### src/rtl/fbdiv_pkg.sv
package fbdiv_pkg;
  localparam int unsigned FB_MOD_W_DEF     = 14;
  localparam int unsigned FB_PRE_W_DEF     = 2;
  localparam int unsigned FB_RESET_MOD_DEF = 12;

  // Prescaler division select: short = 2**PRE_W, long = 2**PRE_W + 1
  typedef enum logic {
    PRE_SHORT = 1'b0,
    PRE_LONG  = 1'b1
  } pre_mode_e;
endpackage

### src/rtl/fbdiv_rstsync.sv
module fbdiv_rstsync (
  input  logic clk_i,
  input  logic rst_ni,
  output logic rst_no
);
  logic [1:0] sync_q;
  logic [1:0] sync_d;

  assign sync_d = {sync_q[0], 1'b1};

  always_ff @(posedge clk_i or negedge rst_ni) begin
    if (!rst_ni) begin
      sync_q <= '0;
    end else begin
      sync_q <= sync_d;
    end
  end

  assign rst_no = sync_q[1];
endmodule

### src/rtl/fbdiv_modchk.sv
module fbdiv_modchk #(
  parameter int unsigned MOD_W = fbdiv_pkg::FB_MOD_W_DEF,
  parameter int unsigned PRE_W = fbdiv_pkg::FB_PRE_W_DEF
) (
  input  logic [MOD_W-1:0] mod_i,
  output logic             legal_o
);
  localparam int unsigned MAIN_W = MOD_W - PRE_W;
  localparam int unsigned PRE_P  = 1 << PRE_W;

  logic [MAIN_W-1:0] main_w;
  logic [PRE_W-1:0]  swal_w;

  assign main_w  = mod_i[MOD_W-1:PRE_W];
  assign swal_w  = mod_i[PRE_W-1:0];
  // Swallow cycles must fit inside the main cycles of one period
  assign legal_o = (main_w != '0) && (MAIN_W'(swal_w) <= main_w);

  always_comb begin
    AST_LEGAL_FLOOR: assert (!legal_o || (mod_i >= MOD_W'(PRE_P)));
  end
endmodule

### src/rtl/fbdiv_prescaler.sv
module fbdiv_prescaler #(
  parameter int unsigned PRE_W = fbdiv_pkg::FB_PRE_W_DEF
) (
  input  logic                  clk_i,
  input  logic                  rst_ni,
  input  fbdiv_pkg::pre_mode_e  mode_i,
  output logic                  wrap_o
);
  import fbdiv_pkg::*;

  localparam int unsigned PC_W   = PRE_W + 1;
  localparam logic [PC_W-1:0] LAST_S = PC_W'((1 << PRE_W) - 1);
  localparam logic [PC_W-1:0] LAST_L = PC_W'(1 << PRE_W);

  logic [PC_W-1:0] pcnt_q;
  logic [PC_W-1:0] pcnt_d;
  logic [PC_W-1:0] last_w;

  assign last_w = (mode_i == PRE_LONG) ? LAST_L : LAST_S;
  assign wrap_o = (pcnt_q == last_w);

  always_comb begin
    if (wrap_o) begin
      pcnt_d = '0;
    end else begin
      pcnt_d = pcnt_q + PC_W'(1);
    end
  end

  always_ff @(posedge clk_i or negedge rst_ni) begin
    if (!rst_ni) begin
      pcnt_q <= '0;
    end else begin
      pcnt_q <= pcnt_d;
    end
  end

  // The mode may only move at a prescaler boundary
  AST_PRE_MODE_HELD: assert property (@(posedge clk_i) disable iff (!rst_ni)
    (pcnt_q != '0) |-> $stable(mode_i));
  AST_PRE_IN_RANGE: assert property (@(posedge clk_i) disable iff (!rst_ni)
    pcnt_q <= LAST_L);
endmodule

### src/rtl/fbdiv_swallow.sv
module fbdiv_swallow #(
  parameter int unsigned MOD_W     = fbdiv_pkg::FB_MOD_W_DEF,
  parameter int unsigned PRE_W     = fbdiv_pkg::FB_PRE_W_DEF,
  parameter int unsigned RESET_MOD = fbdiv_pkg::FB_RESET_MOD_DEF
) (
  input  logic                      clk_i,
  input  logic                      rst_ni,
  input  logic                      wrap_i,
  input  logic [MOD_W-PRE_W-1:0]    rld_main_i,
  input  logic [PRE_W-1:0]          rld_swal_i,
  output fbdiv_pkg::pre_mode_e      mode_o,
  output logic                      end_o
);
  import fbdiv_pkg::*;

  localparam int unsigned MAIN_W = MOD_W - PRE_W;
  localparam logic [MOD_W-1:0]  RST_WORD = MOD_W'(RESET_MOD);
  localparam logic [MAIN_W-1:0] RST_MAIN = RST_WORD[MOD_W-1:PRE_W];
  localparam logic [PRE_W-1:0]  RST_SWAL = RST_WORD[PRE_W-1:0];

  logic [MAIN_W-1:0] mcnt_q, mcnt_d;
  logic [PRE_W-1:0]  scnt_q, scnt_d;
  logic              cnt_en;

  assign cnt_en = wrap_i;
  assign end_o  = wrap_i && (mcnt_q == MAIN_W'(1));
  assign mode_o = (scnt_q != '0) ? PRE_LONG : PRE_SHORT;

  always_comb begin
    mcnt_d = mcnt_q;
    scnt_d = scnt_q;
    if (end_o) begin
      mcnt_d = rld_main_i;
      scnt_d = rld_swal_i;
    end else begin
      mcnt_d = mcnt_q - MAIN_W'(1);
      if (scnt_q != '0) begin
        scnt_d = scnt_q - PRE_W'(1);
      end
    end
  end

  always_ff @(posedge clk_i or negedge rst_ni) begin
    if (!rst_ni) begin
      mcnt_q <= RST_MAIN;
      scnt_q <= RST_SWAL;
    end else if (cnt_en) begin
      mcnt_q <= mcnt_d;
      scnt_q <= scnt_d;
    end
  end

  AST_SWALLOW_LE_MAIN: assert property (@(posedge clk_i) disable iff (!rst_ni)
    MAIN_W'(scnt_q) <= mcnt_q);
  AST_MAIN_NONZERO: assert property (@(posedge clk_i) disable iff (!rst_ni)
    mcnt_q != '0);
  AST_END_RELOAD: assert property (@(posedge clk_i) disable iff (!rst_ni)
    end_o |=> (mcnt_q == $past(rld_main_i)));
endmodule

### src/rtl/fbdiv_dualmod.sv
module fbdiv_dualmod #(
  parameter int unsigned MOD_W     = fbdiv_pkg::FB_MOD_W_DEF,
  parameter int unsigned PRE_W     = fbdiv_pkg::FB_PRE_W_DEF,
  parameter int unsigned RESET_MOD = fbdiv_pkg::FB_RESET_MOD_DEF
) (
  input  logic             clk_i,
  input  logic             rst_ni,
  input  logic [MOD_W-1:0] mod_i,
  input  logic             load_i,
  output logic             pulse_o,
  output logic             bad_mod_o
);
  import fbdiv_pkg::*;

  localparam int unsigned MAIN_W = MOD_W - PRE_W;

  logic             rst_n;
  logic             in_legal;
  logic             wrap_w;
  logic             end_w;
  pre_mode_e        mode_w;

  logic [MOD_W-1:0] act_q, act_d;
  logic [MOD_W-1:0] pend_q, pend_d;
  logic             vld_q, vld_d;
  logic             bad_q, bad_d;
  logic             pulse_q;
  logic             act_en, pend_en, bad_en;
  logic [MOD_W-1:0] next_mod;

  fbdiv_rstsync u_rstsync (
    .clk_i  (clk_i),
    .rst_ni (rst_ni),
    .rst_no (rst_n)
  );

  fbdiv_modchk #(.MOD_W(MOD_W), .PRE_W(PRE_W)) u_modchk (
    .mod_i   (mod_i),
    .legal_o (in_legal)
  );

  fbdiv_prescaler #(.PRE_W(PRE_W)) u_pre (
    .clk_i  (clk_i),
    .rst_ni (rst_n),
    .mode_i (mode_w),
    .wrap_o (wrap_w)
  );

  // Ratio for the period that starts at the next boundary
  assign next_mod = vld_q ? pend_q : act_q;

  fbdiv_swallow #(.MOD_W(MOD_W), .PRE_W(PRE_W), .RESET_MOD(RESET_MOD)) u_swal (
    .clk_i      (clk_i),
    .rst_ni     (rst_n),
    .wrap_i     (wrap_w),
    .rld_main_i (next_mod[MOD_W-1:PRE_W]),
    .rld_swal_i (next_mod[PRE_W-1:0]),
    .mode_o     (mode_w),
    .end_o      (end_w)
  );

  assign act_en  = end_w;
  assign pend_en = load_i && in_legal;
  assign bad_en  = load_i;

  always_comb begin
    act_d  = next_mod;
    pend_d = mod_i;
    bad_d  = !in_legal;
    vld_d  = vld_q;
    if (end_w) begin
      vld_d = 1'b0;
    end
    if (pend_en) begin
      vld_d = 1'b1;
    end
  end

  always_ff @(posedge clk_i or negedge rst_n) begin
    if (!rst_n) begin
      act_q   <= MOD_W'(RESET_MOD);
      pend_q  <= '0;
      vld_q   <= 1'b0;
      bad_q   <= 1'b0;
      pulse_q <= 1'b0;
    end else begin
      if (act_en)  act_q  <= act_d;
      if (pend_en) pend_q <= pend_d;
      if (bad_en)  bad_q  <= bad_d;
      vld_q   <= vld_d;
      pulse_q <= end_w;
    end
  end

  assign pulse_o   = pulse_q;
  assign bad_mod_o = bad_q;

  AST_PULSE_ONE_WIDE: assert property (@(posedge clk_i) disable iff (!rst_n)
    pulse_q |=> !pulse_q);
  AST_BAD_ON_REJECT: assert property (@(posedge clk_i) disable iff (!rst_n)
    (load_i && !in_legal) |=> bad_mod_o);
  AST_BAD_OFF_ACCEPT: assert property (@(posedge clk_i) disable iff (!rst_n)
    (load_i && in_legal) |=> !bad_mod_o);
  AST_RATIO_AT_BOUNDARY: assert property (@(posedge clk_i) disable iff (!rst_n)
    !$stable(act_q) |-> $past(end_w));
  AST_REJECT_NO_PEND: assert property (@(posedge clk_i) disable iff (!rst_n)
    (load_i && !in_legal) |=> $stable(pend_q));
  AST_MAIN_FIELD_NZ: assert property (@(posedge clk_i) disable iff (!rst_n)
    act_q[MOD_W-1:PRE_W] != MAIN_W'(0));
endmodule

### config.mk
export PLATFORM = sky130hd
export DESIGN_NAME = fbdiv_dualmod
export DESIGN_NICKNAME = d
export VERILOG_FILES = /design/src/rtl/fbdiv_pkg.sv /design/src/rtl/fbdiv_rstsync.sv /design/src/rtl/fbdiv_modchk.sv /design/src/rtl/fbdiv_prescaler.sv /design/src/rtl/fbdiv_swallow.sv /design/src/rtl/fbdiv_dualmod.sv
export SDC_FILE = /design/constraint.sdc
export NUM_CORES = 1
export LEC_CHECK = 0
export BUFFER_PORTS_ARGS = -buffer_cell sky130_fd_sc_hd__buf_2
export CELL_PAD_IN_SITES_DETAIL_PLACEMENT = 1
export CELL_PAD_IN_SITES_GLOBAL_PLACEMENT = 1
export CORE_ASPECT_RATIO = 1.75
export CORE_MARGIN = 2
export CORE_UTILIZATION = 44
export DETAILED_ROUTE_END_ITERATION = 16
export PLACE_DENSITY = 0.87
export SLEW_MARGIN = 10
export SYNTH_ARGS = -nofsm -noshare
export SYNTH_HDL_FRONTEND = slang
export SYNTH_HIERARCHICAL = 1
export SYNTH_SLANG_ARGS = --single-unit
### constraint.sdc
create_clock -name clk_i -period 1.5 [get_ports clk_i]
set_clock_uncertainty 0.05 [all_clocks]
set_input_delay 0.15 -clock clk_i [delete_from_list [all_inputs] [get_ports clk_i]]
set_output_delay 0.15 -clock clk_i [all_outputs]
set_load 0.02 [all_outputs]
======== Word level (Yosys, flattened, before mapping) ========
Cells that the tools add are included.
word-level totals
  bits in registers ....................... 50
  bits in latches ......................... 0
  memory bits (writable) .................. 0
  memory bits (read-only) ................. 0
  input bits .............................. 17
  word-level logic and storage cells ...... 33
  memories ................................ 0
cells by class
  add/sub/neg operators ................... 3
  multipliers ............................. 0
  div/mod/pow operators ................... 0
  $lt $le $gt $ge ......................... 1
  equal/unequal tests ..................... 2
  shifts and indexed selects .............. 0
  muxes and demuxes ....................... 9
  bitwise logic cells ..................... 0
  reductions and logical operators ........ 9
operators by type and width
  kind                   count
  $mux 14                1
  $eq 12x1->1 const B    1
  $le 2x12->1            1
  $mux 12                1
  $reduce_bool 12->1     1
  $sub 12x1->12 const B  1
  $mux 3                 2
  $reduce_bool 2->1      3
  $mux 2                 2
  $add 3x1->3 const B    1
  $eq 3x3->1             1
  $logic_and 1x1->1      3
  $mux 1                 3
  $reduce_and 2->1       1
  $sub 2x1->2 const B    1
  $logic_not 1->1        1

======== Longest topological paths before layout ========
  word-level depth ........................ 7
  gate-level depth with buffers ........... 12

======== Cells and area by module ========
The synthesis kept the hierarchy.
by module, submodules not included
  module           times used  cells each  area an instance (sq um)  sequential area each (sq um)
  fbdiv_dualmod    1           83          1370.1                    778.2
  fbdiv_swallow    1           99          935.9                     352.8
  fbdiv_prescaler  1           13          150.1                     75.1
  fbdiv_modchk     1           11          76.3                      0.0
  fbdiv_rstsync    1           3           53.8                      50.0

======== Worst setup path before layout ========
No wires, ideal clock.
  path kind ............................... register to register
  from .................................... reg u_swal.scnt_q[0]
  to ...................................... reg act_q[0]
  setup time .............................. 0.125 ns
  data arrival time ....................... 2.230 ns
  required time ........................... 1.325 ns
  path slack .............................. -0.905 ns
  stages on the path, launching flop included .. 13
  path buffers ............................ 3
  period minus slack after synthesis ...... 2.405 ns
  path through ............................ dfrtp_1 > inv_1 > ha_1 > inv_1 > and3b_1 > o2bb2ai_1 > nand4bb_1 > clkbuf_4 > nor4b_4 > buf_6 > nand2_4 > buf_6 > mux2_4
between the ends
  word-level cells in the longest chain between the ends .. 5
RTL lines
  element                   RTL line               RTL
  start: declaration        fbdiv_swallow.sv:22    logic [PRE_W-1:0] scnt_q, scnt_d;
  start signal: assignment  fbdiv_swallow.sv:49    scnt_q <= scnt_d;
  $reduce_bool 2->1         fbdiv_swallow.sv:27    assign mode_o = (scnt_q != '0) ? PRE_LONG : PRE_SHORT;
  $mux 1                    fbdiv_swallow.sv:27
  via mode_w                fbdiv_dualmod.sv:21    pre_mode_e mode_w;
  $mux 3                    fbdiv_prescaler.sv:19  assign last_w = (mode_i == PRE_LONG) ? LAST_L : LAST_S;
  $eq 3x3->1                fbdiv_prescaler.sv:20  assign wrap_o = (pcnt_q == last_w);
  via wrap_w                fbdiv_dualmod.sv:19    logic wrap_w;
  $logic_and 1x1->1         fbdiv_swallow.sv:26    assign end_o = wrap_i && (mcnt_q == MAIN_W'(1));
  via act_en                fbdiv_dualmod.sv:28    logic act_en, pend_en, bad_en;
  end signal: assignment    fbdiv_dualmod.sv:81    act_q <= MOD_W'(RESET_MOD);
  end signal: assignment    fbdiv_dualmod.sv:87    if (act_en) act_q <= act_d;
  end: declaration          fbdiv_dualmod.sv:23    logic [MOD_W-1:0] act_q, act_d;
The timed path passes the listed nets, and every way through them passes these cells.
A chain may end at the register's enable or synchronous reset.

======== Worst setup path after layout ========
  from .................................... reg u_swal.scnt_q[1]
  to ...................................... reg u_swal.mcnt_q[4]
between the ends
  word-level cells in the longest chain between the ends .. 6
RTL lines
  element                 RTL line               RTL
  $reduce_bool 2->1 (*)   fbdiv_swallow.sv:27
  $mux 1 (*)              fbdiv_swallow.sv:27
  via mode_w              fbdiv_dualmod.sv:21
  $mux 3 (*)              fbdiv_prescaler.sv:19
  $eq 3x3->1 (*)          fbdiv_prescaler.sv:20
  via wrap_w              fbdiv_dualmod.sv:19
  $logic_and 1x1->1       fbdiv_swallow.sv:26
  $mux 12                 fbdiv_swallow.sv:32    if (end_o) begin
  end signal: assignment  fbdiv_swallow.sv:48    mcnt_q <= mcnt_d;
  end: declaration        fbdiv_swallow.sv:21    logic [MAIN_W-1:0] mcnt_q, mcnt_d;
The timed path passes the listed nets; every way through them passes the cells marked *.

==> results.py <==
metrics = {
    "floorplanning": {
        "rows": 37,
        "die_h_um": 105,
        "ioPinCount": 19,
        "core_area_mm2": 0.00579,
        "start_util_pct": 44.7,
        "die_w_um": 62.0,
        "die_area_mm2": 0.00653,
    },
    "synth": {
        "ys_seq_elements": 50,
        "synth_flop_cell": "dfrtp_1",
        "syn_area_per_cell_um2": 12.4,
        "synth_warnings": 6,
        "synthesis.area_mm2": 0.00259,
        "syn_inst": 209,
        "async_reset_ff_share_pct": 100,
        "ys_seq_area_share_pct": 48.6,
        "synth-edff-count": 0,
        "synth_fp_nets": 232,
        "synth_cell_type_count": 50,
    },
    "global_route": {
        "grt_overflow_total": 0,
        "grt_max_degree": 25,
        "grt_use_total_pct": 32.5,
        "antenna_found_initial": 0,
        "grt_pass1_wl_um": 14800,
        "grt_pass1_vias": 2533,
    },
    "pwr": {
        "sw_frac_of_total_pct": 25.4,
        "intPower_w": 0.00206,
        "clkPwrFrac_pct": 37.2,
        "leakage_nw": 1.73,
        "switchingPower_w": 0.000699,
        "ir_worst_vdd_uv": 558,
        "combPwrFrac_pct": 10.5,
        "power_density_mw_per_mm2": 736,
        "pwr-share-seq_pct": 52.3,
    },
    "routing": {
        "ant_nets": 0,
        "via_per_inst": 5.72,
        "wirelength_um": 9840,
        "drtIter0Drc": 106,
        "drc": 0,
        "vias": 2121,
        "dr.pass1.iters": 4,
        "route.detailed.wl_per_inst_um": 26.5,
    },
    "clock_tree": {
        "clock_latency_ps": 320,
        "cts.clk_slew.worst_paths_ps": 110,
        "cts_max_level": 2,
        "cts_max_path_buffers": 2,
        "cts_sinks": 50,
        "cts_tree": "yes",
        "cts_buffers": 5,
        "clk_root_buffer_cell": "clkbuf_8",
    },
    "timing": {
        "slew_violations": 0,
        "layout_min_cycle_time_ps": 2500,
        "whs_ps": 15.2,
        "fin_crit_sh_pct": 167,
        "timing.fmax_mhz": 400,
        "setup-violations-final": 33,
        "fin_tns_setup_ps": -25480,
        "max_slew_margin_pct": 48.5,
        "finalWorstSetupSlack_ps": -999,
        "worst_slew_pin_slew_ps": 770,
        "grt_setup_unrepaired": "yes",
        "finalHoldViolCount": 0,
    },
    "layout": {
        "fin_nets": 315,
        "diodes": 0,
        "layout_common_cells": "buf_4 (50), dfrtp_1 (45), mux2_4 (24)",
        "final_util_pct": 64.7,
        "num-fill-cells": 559,
        "drive_gt1_share_pct": 59.7,
        "final_common_cell": "buf_4",
        "areaGrowthSynthToFinish_pct": 44.8,
        "fin_cells": 371,
    },
    "setup_path": {
        "criticalPathCategory": "reg2reg",
        "worstPathMaxFanout": 3,
        "crit_slowest_cell": "nor4_4",
        "crit_family": "simple AND/OR/NAND/NOR gates",
        "cp.arrival_ps": 2700,
        "crit_buf_inv": 5,
        "cp-end-kind": "flip-flop",
        "slowest_delay_ps": 420,
        "cp.required_ps": 1700,
        "cp_common_cell": "buf_4",
        "timing.critical_path.from_type": "flip-flop",
        "path_cells": "inv_1 > ha_2 > inv_2 > and3b_2 > o2bb2ai_4 > nand4bb_4 > buf_4 > buf_6 > nor4_4 > buf_4 > a221o_1",
    },
    "place": {
        "place_inst": 341,
        "gp_congestion": 0.790,
        "io_buffers": 18,
        "pre_cts_ws_ps": -1050,
        "dp_hpwl_um": 5330,
    },
    "status": {
        "violations": "negative setup slack",
        "status": "finished with violations",
    },
    "flow_run": {
        "maxCapViolCount": 0,
    },
    "worst_hold_path": {
        "hp-class": "in2reg",
    },
}
[flip-flops by register name (all words and copies together), names as in the netlist]
| signal | cells |
|---|---|
| bad_mod_o | 1 |
| pend_q | 14 |
| u_rstsync/sync_q | 2 |
| vld_q | 1 |
| u_swal/scnt_q | 2 |
| act_q | 14 |
| u_swal/mcnt_q | 12 |
| u_pre/pcnt_q | 3 |
| pulse_o | 1 |
[timing repair]
action                                 4_1_cts  5_1_grt
pin swaps                                   16        6
endpoints found under the hold margin        2        0
resized for setup                           42       17
hold buffers                                 1        0
buffers inserted                             9       11
setup endpoints to repair                   44       43
gates cloned                                 3        0
[power by group through the flow]
stage,clock [W],sequential [W],combinational (W)
CTS,0.00100,0.00143,0.000267
global route,0.00108,0.00145,0.000303
floorplan,0,0.00145,0.000126
finish,0.00103,0.00144,0.000288
global placement,0,0.00145,0.000216
detailed placement,0,0.00146,0.000230
[cell type report]
class | instances | area [um^2] | area share (%)
multi-input cells | 141 | 1520 | 40.5
clock inverters | 2 | 37.5 | 1.00
well taps | 78 | 97.6 | 2.61
inverters | 10 | 50.0 | 1.34
clock buffers | 6 | 72.6 | 1.94
flip-flops and latches | 50 | 1260 | 33.6
repair buffers | 84 | 713 | 19.1
[cells by family (layout without fill, tap and decap cells)]
kind of cell / count (synthesis) / in the layout / share of synthesized area [%]
other cells: 1 / 1 / 0.145
flops: 50 / 50 / 48.6
simple gates: 60 / 61 / 14.4
buf+inv: 19 / 102 / 4.26
compound gates: 26 / 26 / 7.89
mux: 47 / 47 / 21.8
fa+ha+maj: 6 / 6 / 2.90
[through the flow]
step	total power, W	cell area, um^2
floorplan	0.00158	2680
global placement	0.00167	3150
detailed placement	0.00169	3150
CTS	0.00270	3580
global route	0.00283	3740
finish	0.00275	3740
[path summary, 6_finish.rpt]
kind | startpoint | endpoint | slack (ps) | cells past startpoint
min in group asynchronous | rst_ni | u_rstsync/sync_q[0]$_DFF_PN0_ | 100 | 2
worst max register to register | u_swal/scnt_q[1]$_DFFE_PN0P_ | u_swal/mcnt_q[4]$_DFFE_PN0P_ | -1000 | 11
worst min register to register | u_rstsync/sync_q[1]$_DFF_PN0_ | pend_q[8]$_DFFE_PN0P_ | 140 | 0
worst max-delay path | u_swal/scnt_q[1]$_DFFE_PN0P_ | u_swal/mcnt_q[4]$_DFFE_PN0P_ | -1000 | 11
max in group asynchronous | u_rstsync/sync_q[1]$_DFF_PN0_ | u_swal/mcnt_q[0]$_DFFE_PN1P_ | 700 | 1
worst min-delay path | mod_i[1] | pend_q[1]$_DFFE_PN0P_ | 20 | 2
[routing by layer]
| metal | up-vias | GRT usage, % | part of all wire (%) |
|---|---|---|---|
| met1 | 1090 | 36.3 | 36 |
| li1 | 922 | - | - |
| met3 | 40 | 3.93 | 3.1 |
| met5 | - | 0 | 0 |
| met2 | 69 | 58.6 | 56 |
| met4 | 0 | 13.1 | 5.1 |
[Yosys cell counts, types with 4 or more instances]
cell,instances,area share (%)
nor3_1,6,1.2
mux2_2,35,15
nor2_1,8,1.2
inv_1,10,1.5
ha_1,6,2.9
dfstp_2,4,4.1
nor2b_1,5,1.2
mux2_4,10,5.8
dfrtp_1,46,45
nor4_1,4,0.97
nand2_1,9,1.3
buf_6,4,1.7
nand3_1,5,0.97
[worst reg2reg max path: cells and delay by family (launching register included)]
| kind | cells | cell delay, ps |
|---|---|---|
| simple gates | 3 | 850 |
| buf+inv | 5 | 610 |
| fa+ha+maj | 1 | 190 |
| flops | 1 | 400 |
| compound gates | 2 | 340 |
Note: power is estimated with default switching activity, not from simulation.
